[src/rtl/rsvmon_pkg.sv]
package rsvmon_pkg;

  typedef enum logic [1:0] {
    OP_LOAD  = 2'b00,
    OP_STORE = 2'b01,
    OP_LR    = 2'b10,
    OP_SC    = 2'b11
  } memOp_t;

  // strobes from control to datapath for the granted request
  typedef struct packed {
    logic memWrite;   // commit write data to memory
    logic rspFire;    // capture a response
    logic rspUseMem;  // response carries the memory word
    logic rspFlag;    // flag value when the word is not used
  } strobe_t;

endpackage

[src/rtl/rsvmon_arbiter.sv]
module rsvmon_arbiter #(
  parameter int NUM_CORES = 3,
  parameter int IDX_W     = 2
) (
  input  logic [NUM_CORES-1:0] reqValid,
  output logic [NUM_CORES-1:0] grant,
  output logic [IDX_W-1:0]     grantIdx,
  output logic                 anyGrant
);

  // fixed priority: lowest index wins
  always_comb begin
    grant    = '0;
    grantIdx = '0;
    anyGrant = 1'b0;
    for (int i = NUM_CORES - 1; i >= 0; i--) begin
      if (reqValid[i]) begin
        grant    = '0;
        grant[i] = 1'b1;
        grantIdx = IDX_W'(i);
        anyGrant = 1'b1;
      end
    end
  end

endmodule

[src/rtl/rsvmon_ctrl.sv]
module rsvmon_ctrl
  import rsvmon_pkg::*;
#(
  parameter int NUM_CORES = 3,
  parameter int ADDR_W    = 4,
  parameter int IDX_W     = 2
) (
  input  logic              clk,
  input  logic              rstN,
  input  logic              anyGrant,
  input  logic [IDX_W-1:0]  grantIdx,
  input  memOp_t            grantOp,
  input  logic [ADDR_W-1:0] grantAddr,
  output strobe_t           strobe
);

  logic              resValid [NUM_CORES];
  logic [ADDR_W-1:0] resAddr  [NUM_CORES];
  logic              scHit;
  logic              isStore;
  logic              isSc;
  logic              isLr;

  assign isStore = anyGrant && (grantOp == OP_STORE);
  assign isSc    = anyGrant && (grantOp == OP_SC);
  assign isLr    = anyGrant && (grantOp == OP_LR);

  // reservation lookup for the granted core
  always_comb begin
    scHit = 1'b0;
    for (int i = 0; i < NUM_CORES; i++) begin
      if (grantIdx == IDX_W'(i) && resValid[i] && resAddr[i] == grantAddr)
        scHit = 1'b1;
    end
  end

  // per-core reservation registers
  for (genvar g = 0; g < NUM_CORES; g++) begin : g_res
    logic mine;
    logic match;
    logic breakOther;
    assign mine       = anyGrant && (grantIdx == IDX_W'(g));
    assign match      = resValid[g] && (resAddr[g] == grantAddr);
    assign breakOther = !mine && match && (isStore || (isSc && scHit));

    always_ff @(posedge clk) begin
      if (!rstN) begin
        resValid[g] <= 1'b0;
        resAddr[g]  <= '0;
      end else if (mine && isLr) begin
        resValid[g] <= 1'b1;
        resAddr[g]  <= grantAddr;
      end else if (mine && isSc) begin
        resValid[g] <= 1'b0;
      end else if (breakOther) begin
        resValid[g] <= 1'b0;
      end
    end
  end

  always_comb begin
    strobe.memWrite  = isStore || (isSc && scHit);
    strobe.rspFire   = anyGrant;
    strobe.rspUseMem = (grantOp == OP_LOAD) || (grantOp == OP_LR);
    strobe.rspFlag   = isSc && scHit;
  end

endmodule

[src/rtl/rsvmon_dp.sv]
module rsvmon_dp
  import rsvmon_pkg::*;
#(
  parameter int ADDR_W = 4,
  parameter int DATA_W = 16,
  parameter int IDX_W  = 2
) (
  input  logic              clk,
  input  logic              rstN,
  input  strobe_t           strobe,
  input  logic [IDX_W-1:0]  grantIdx,
  input  logic [ADDR_W-1:0] grantAddr,
  input  logic [DATA_W-1:0] grantWdata,
  output logic              rspValid,
  output logic [IDX_W-1:0]  rspId,
  output logic [DATA_W-1:0] rspData
);

  localparam int DEPTH = 1 << ADDR_W;

  logic [DATA_W-1:0] mem [DEPTH];
  logic [DATA_W-1:0] rdWord;

  assign rdWord = mem[grantAddr];

  always_ff @(posedge clk) begin
    if (strobe.memWrite) mem[grantAddr] <= grantWdata;
  end

  always_ff @(posedge clk) begin
    if (!rstN) begin
      rspValid <= 1'b0;
      rspId    <= '0;
      rspData  <= '0;
    end else begin
      rspValid <= strobe.rspFire;
      if (strobe.rspFire) begin
        rspId   <= grantIdx;
        rspData <= strobe.rspUseMem ? rdWord : {{(DATA_W-1){1'b0}}, strobe.rspFlag};
      end
    end
  end

endmodule

[src/rtl/rsvmon_top.sv]
module rsvmon_top
  import rsvmon_pkg::*;
#(
  parameter int NUM_CORES = 3,
  parameter int ADDR_W    = 4,
  parameter int DATA_W    = 16,
  parameter int IDX_W     = (NUM_CORES > 1) ? $clog2(NUM_CORES) : 1
) (
  input  logic                        clk,
  input  logic                        rstN,
  input  logic [NUM_CORES-1:0]        reqValid,
  input  logic [2*NUM_CORES-1:0]      reqOp,
  input  logic [NUM_CORES*ADDR_W-1:0] reqAddr,
  input  logic [NUM_CORES*DATA_W-1:0] reqWdata,
  output logic [NUM_CORES-1:0]        reqGrant,
  output logic                        rspValid,
  output logic [IDX_W-1:0]            rspId,
  output logic [DATA_W-1:0]           rspData
);

  logic [IDX_W-1:0]  grantIdx;
  logic              anyGrant;
  memOp_t            selOp;
  logic [ADDR_W-1:0] selAddr;
  logic [DATA_W-1:0] selWdata;
  strobe_t           strobe;

  rsvmon_arbiter #(.NUM_CORES(NUM_CORES), .IDX_W(IDX_W)) arb_i (
    .reqValid(reqValid),
    .grant   (reqGrant),
    .grantIdx(grantIdx),
    .anyGrant(anyGrant)
  );

  always_comb begin
    selOp    = OP_LOAD;
    selAddr  = '0;
    selWdata = '0;
    for (int i = 0; i < NUM_CORES; i++) begin
      if (grantIdx == IDX_W'(i)) begin
        selOp    = memOp_t'(reqOp[2*i +: 2]);
        selAddr  = reqAddr[ADDR_W*i +: ADDR_W];
        selWdata = reqWdata[DATA_W*i +: DATA_W];
      end
    end
  end

  rsvmon_ctrl #(.NUM_CORES(NUM_CORES), .ADDR_W(ADDR_W), .IDX_W(IDX_W)) ctrl_i (
    .clk      (clk),
    .rstN     (rstN),
    .anyGrant (anyGrant),
    .grantIdx (grantIdx),
    .grantOp  (selOp),
    .grantAddr(selAddr),
    .strobe   (strobe)
  );

  rsvmon_dp #(.ADDR_W(ADDR_W), .DATA_W(DATA_W), .IDX_W(IDX_W)) dp_i (
    .clk       (clk),
    .rstN      (rstN),
    .strobe    (strobe),
    .grantIdx  (grantIdx),
    .grantAddr (selAddr),
    .grantWdata(selWdata),
    .rspValid  (rspValid),
    .rspId     (rspId),
    .rspData   (rspData)
  );

endmodule

[config.mk]
export PLATFORM = sky130hd
export DESIGN_NAME = rsvmon_top
export DESIGN_NICKNAME = d
export VERILOG_FILES = /design/src/rtl/rsvmon_pkg.sv /design/src/rtl/rsvmon_arbiter.sv /design/src/rtl/rsvmon_ctrl.sv /design/src/rtl/rsvmon_dp.sv /design/src/rtl/rsvmon_top.sv
export SDC_FILE = /design/constraint.sdc
export NUM_CORES = 1
export LEC_CHECK = 0
export CORE_UTILIZATION = 24
export DETAILED_ROUTE_END_ITERATION = 10
export PLACE_DENSITY = 0.49
export SYNTH_ARGS = -nofsm -noshare
export SYNTH_HDL_FRONTEND = slang
export SYNTH_HIERARCHICAL = 1
export SYNTH_SLANG_ARGS = --single-unit
[constraint.sdc]
create_clock -name clk -period 5.65 [get_ports clk]
set_input_delay 1.13 -clock clk [delete_from_list [all_inputs] [get_ports clk]]
set_output_delay 1.13 -clock clk [all_outputs]
set_load 0.01 [all_outputs]
# --- Word-level counts from Yosys, hierarchy flattened ---
# Memories as Yosys holds them, arrays and structs flattened.
# Cells that the tools add are included.
# W data, S select, Z words.
classes:
  reduce_logical: 35
  n_mux: 73
  eq_ne: 8
  bitwise_logic: 12
ops:
  columns: ["cell", "count"]
  rows:
  - ["$mux W16", 4]
  - ["$mux W1", 54]
  - ["$logic_and A1 B1 Y1", 28]
  - ["$mux W4", 6]
  - ["$eq A4 B4 Y1", 3]
  - ["$mux W2", 6]
  - ["$or A1 B1 Y1", 12]
  - ["$mux W3", 3]
  - ["$eq A2 B2 Y1 const B", 3]
  - ["$eq A2 B1 Y1 const B", 2]
  - ["$logic_not A2 Y1", 2]
  - ["$logic_not A1 Y1", 3]
  - ["$logic_or A1 B1 Y1", 2]
totals:
  regBits: 19
  memories: 3
  wordCells: 134
  output_inout_bits: 22
  ram_bits: 271
  in_bits: 71
memory_table:
  columns: ["name", "words", "word_bits", "rd", "rd_clocked_by_memory_dff", "write_ports", "line_no", "rtl"]
  rows:
  - ["dp_i.mem", 16, 16, 1, 0, 1, "rsvmon_dp.sv:21", "logic [DATA_W-1:0] mem [DEPTH];"]
  - ["ctrl_i.resAddr", 3, 4, 3, 0, 3, "rsvmon_ctrl.sv:18", "logic [ADDR_W-1:0] resAddr [NUM_CORES];"]
  - ["ctrl_i.resValid", 3, 1, 3, 0, 3, "rsvmon_ctrl.sv:17", "logic resValid [NUM_CORES];"]

# --- Longest topological paths before layout ---
depth:
  ltp_word: 21
  mapped_depth: 14
  ltp_nobuf: 10

# --- By module ---
# Netlist, hierarchy kept.
modules_own_cells:
  columns: ["mod", "area_each_um2", "seq_area_each_um2", "instances", "cells_each"]
  rows:
  - ["rsvmon_dp", 10426.2, 8067.7, 1, 473]
  - ["rsvmon_ctrl", 957.2, 440.4, 1, 86]
  - ["rsvmon_top", 506.7, 0.0, 1, 52]
  - ["rsvmon_arbiter", 42.5, 0.0, 1, 6]

# --- Worst setup path after synthesis ---
# Ideal clock, no wire load.
synth_path:
  path_kind: "in2reg"
  from: "input reqValid[1]"
  to: "memory dp_i.mem[0][0], enable pin"
  n_path_buf: 3
  setup_ps: 409
  t_arrival_ps: 4867
  cell_stages: 12
  t_required_ps: 5241
  slack_ps: 374
  path_cell_list: "nor3b_1 -> buf_4 -> nor2b_4 -> buf_4 -> o2bb2ai_1 -> buf_6 -> xnor2_2 -> nand3_2 -> o32a_4 -> a31oi_4 -> or3b_2 -> nor3_1"
synth_lines:
  columns: ["item", "line_no", "rtl"]
  rows:
  - ["from (decl)", "rsvmon_top.sv:11", "input logic [NUM_CORES-1:0] reqValid,"]
  - ["to (decl)", "rsvmon_dp.sv:21", null]

==> metrics.md <==
| Metric | Value |
|---|---|
| Root Driver | clkbuf_16 |
| Outcome | completed |
| Slew @ Worst Pin | around 1200 ps |
| Routed Antenna Nets | 0 |
| Synth top area share | around two thirds |
| Asr flop ratio synth | 0% |
| Final min period | approximately 4400 ps |
| Die height | approximately 220 µm |
| Initial antenna violation count | 0 |
| Fin area | ~15000 µm² |
| Postcts setup bufs | 0 |
| Die extent in x | between 200 and 250 µm |
| GPL Wtd Cong | around 0.73 |
| Hold Path Class | register to register |
| WP data arrival | ~4700 ps |
| Synth Register Bits | 290 |
| N_diodes | 0 |
| GR Overflow Total | 0 |
| DRT iter0 DRCs | roughly 420 |
| Cell Pwr Density | around 330 nW/µm² |
| Fmax | between 200 and 250 MHz |
| Global-route wire length before repair | ~42 mm |
| Delay-heaviest family, CP | simple AND/OR/NAND/NOR gates |
| Core area | ~50000 µm² |
| Clock latency on the worst-skew pair | 540 ps |
| Peak VDD IR | 0.199 mV |
| GRT Total Usage | 11.4% |
| Commonest non-fill, non-tap cell in the layout | edfxtp_1 |
| Area delta synth->final | 24.0% |
| CP cell instances | clkdlybuf4s50_1 > nor2b_4 > nor2b_4 > o2bb2ai_1 > buf_4 > xor2_1 > nor3_1 > nand4_2 > a31oi_4 > or3b_2 > nor3_2 > buf_4 |
| Row count | a little over 80 |
| Port Buffer Count | 92 |
| CP Buf/Inv Count | 3 |
| Post-CTS Hold Buffers | 0 |
| # IOs | 93 |
| Clock Sinks | 290 |
| Clock Path Buffers | 3 |
| Synth area leaders | edfxtp_1, mux4_2, mux2i_1 |
| Final instance count without filler cells | ~1400 |
| CP max stage cell | or3b_2 |
| Average cell area after synthesis | between 15 and 20 µm² |
| Commonest cells after routing, fill and taps aside | edfxtp_1, clkdlybuf4s50_1, mux4_2, buf_4, mux2i_1 |
| Post-CTS sizing | 0 |
| # setup viols final | 0 |
| Cell Area, Synth | about 12000 µm² |
| TritonRoute pass-1 iters | 4 |
| Yosys cell types | 47 |
| Reg clk slew, reported paths | 60 ps |
| Max_slew headroom | between 10% and 20% |
| RSZ-0062 raised after global routing | no |
| Total Wirelength | ~28 mm |
| Pleak | between 4 and 5 nW |
| Max cap viols | 0 |
| Post-DP HPWL | 17.9 mm |
| Syn Inst Count | a little over 600 |
| Synthesized net count | about 690 |
| Final Hold Vio Count | 0 |
| Placed Instances | roughly 1400 |
| Htree depth | 1 |
| Worst EP required | 5890 ps |
| Proportion of layout cells with a drive suffix above 1 | 23.1% |
| TritonCTS clock tree | built |
| Largest net degree at the start of global routing | 72 |
| Full die area | between 50000 and 60000 µm² |
| Setup Skew | between 10 and 15 ps |
| Vias in the first global route | ~6500 |
| Placed Area | 13900 µm² |
| Worst setup SP type | input port |
| Vias per Instance | about 4.3 |
| Sequential area share after synthesis | between 70% and 80% |
| Crit end category | register |
| Yosys Warn Count | 6 |
| Initial core utilization | between 20% and 30% |
| Setup_tns | 0 ps |
| Post-synth EDFFs | 270 |
| Critical path class | input port to register |
| Slowest Stage Delay on Critical Path | approximately 550 ps |
| Max Slew Vio Count | 0 |
| Layout Nets | 818 |
| Per-cell routed wire length | around 20 µm |
| Remaining DRCs | 0 |
| DR vias | 6181 |
| Cts bufs inserted | 31 |
| Max FO, Critical Path | 18 |
| Yosys top cell by area | edfxtp_1 |
| Final worst-path cycle share | between 70% and 80% |
| Predominant post-synthesis flop cell | edfxtp_1 |
-- state kept, by name (all words and copies together) (netlist names) --
register         flops
dp_i/mem           256
dp_i/rspData        16
ctrl_i/resAddr      12
ctrl_i/resValid      3
dp_i/rspId           2
dp_i/rspValid        1
-- where the power goes --
part           switching, mW  total, mW  internal (mW)
Combinational          0.255      0.472          0.217
Sequential            0.0170       2.44           2.42
Clock                  0.783       1.91           1.13
-- through the flow --
stage / utilization [%] / setup slack, ps / total power, mW / hold WS [ps]
after floorplan: - / 374 / 2.77 / 501
after global placement: 28.3 / 709 / 2.97 / 463
after detailed placement: 28.3 / 681 / 2.97 / 464
after CTS: 30.2 / 1240 / 4.89 / 479
after global routing: 30.2 / 1060 / 4.99 / 501
final: 30.2 / 1240 / 4.82 / 470
-- path summary, 6_finish.rpt --
| path | startpoint | end | slack (ps) | cells after the start |
|---|---|---|---|---|
| worst max-delay path | reqValid[1] | dp_i/mem[0][15] | 1240 | 12 |
| worst min-delay path | dp_i/rspData[13] | dp_i/rspData[13] | 470 | 2 |
| worst max register to register | ctrl_i/resAddr[1][1] | dp_i/mem[0][15] | 3010 | 7 |
| worst min register to register | dp_i/rspData[13] | dp_i/rspData[13] | 470 | 2 |
-- synthesized netlist by cell type (all sizes together), types with 3 or more instances --
library cell  count
edfxtp          270
mux4             63
mux2i            42
buf              37
nand2            26
o2bb2ai          22
dfxtp            20
nor2             19
a22oi            15
o211ai           15
and2             13
nand3            11
xnor2             9
clkbuf            6
nor2b             6
o21ai             6
nor3              5
a21oi             4
nand3b            4
nand2b            3
xor2              3
-- logic make-up after synthesis --
logic type / Yosys count / synth area share [%]
AOI/OAI and AO/OA: 71 / 4.84
xor gates and xnor gates: 12 / 1.01
buffers and inverters: 44 / 2.77
DFF: 290 / 71.3
muxes: 105 / 15.8
and+or+nand+nor: 95 / 4.29
-- worst register-to-register path, stage by stage (launching register included) --
cell and delay, ps:
edfxtp_1 410, xnor2_2 170, nand3_2 110, o32a_4 420, a31oi_4 280, or3b_2 550, nor3_2 170, buf_4 230
-- routing by layer --
| layer | global-route usage, % | routed length, µm | vias to the layer above |
|---|---|---|---|
| met5 | 0 | 0 | - |
| met4 | 3.03 | 577 | 0 |
| met3 | 1.75 | 1380 | 35 |
| met2 | 18.5 | 13700 | 131 |
| met1 | 15.7 | 12900 | 3227 |
| li1 | - | - | 2788 |
-- area by class of cell --
class,count,area (µm²)
flip-flops and latches,290,8510
well taps,664,831
fillers,4818,34200
clock buffers,46,852
clock inverters,9,96.3
inverters,1,3.75
multi-input cells,283,3220
repair buffers,140,1290
Note: power is estimated with default switching activity, not from simulation.
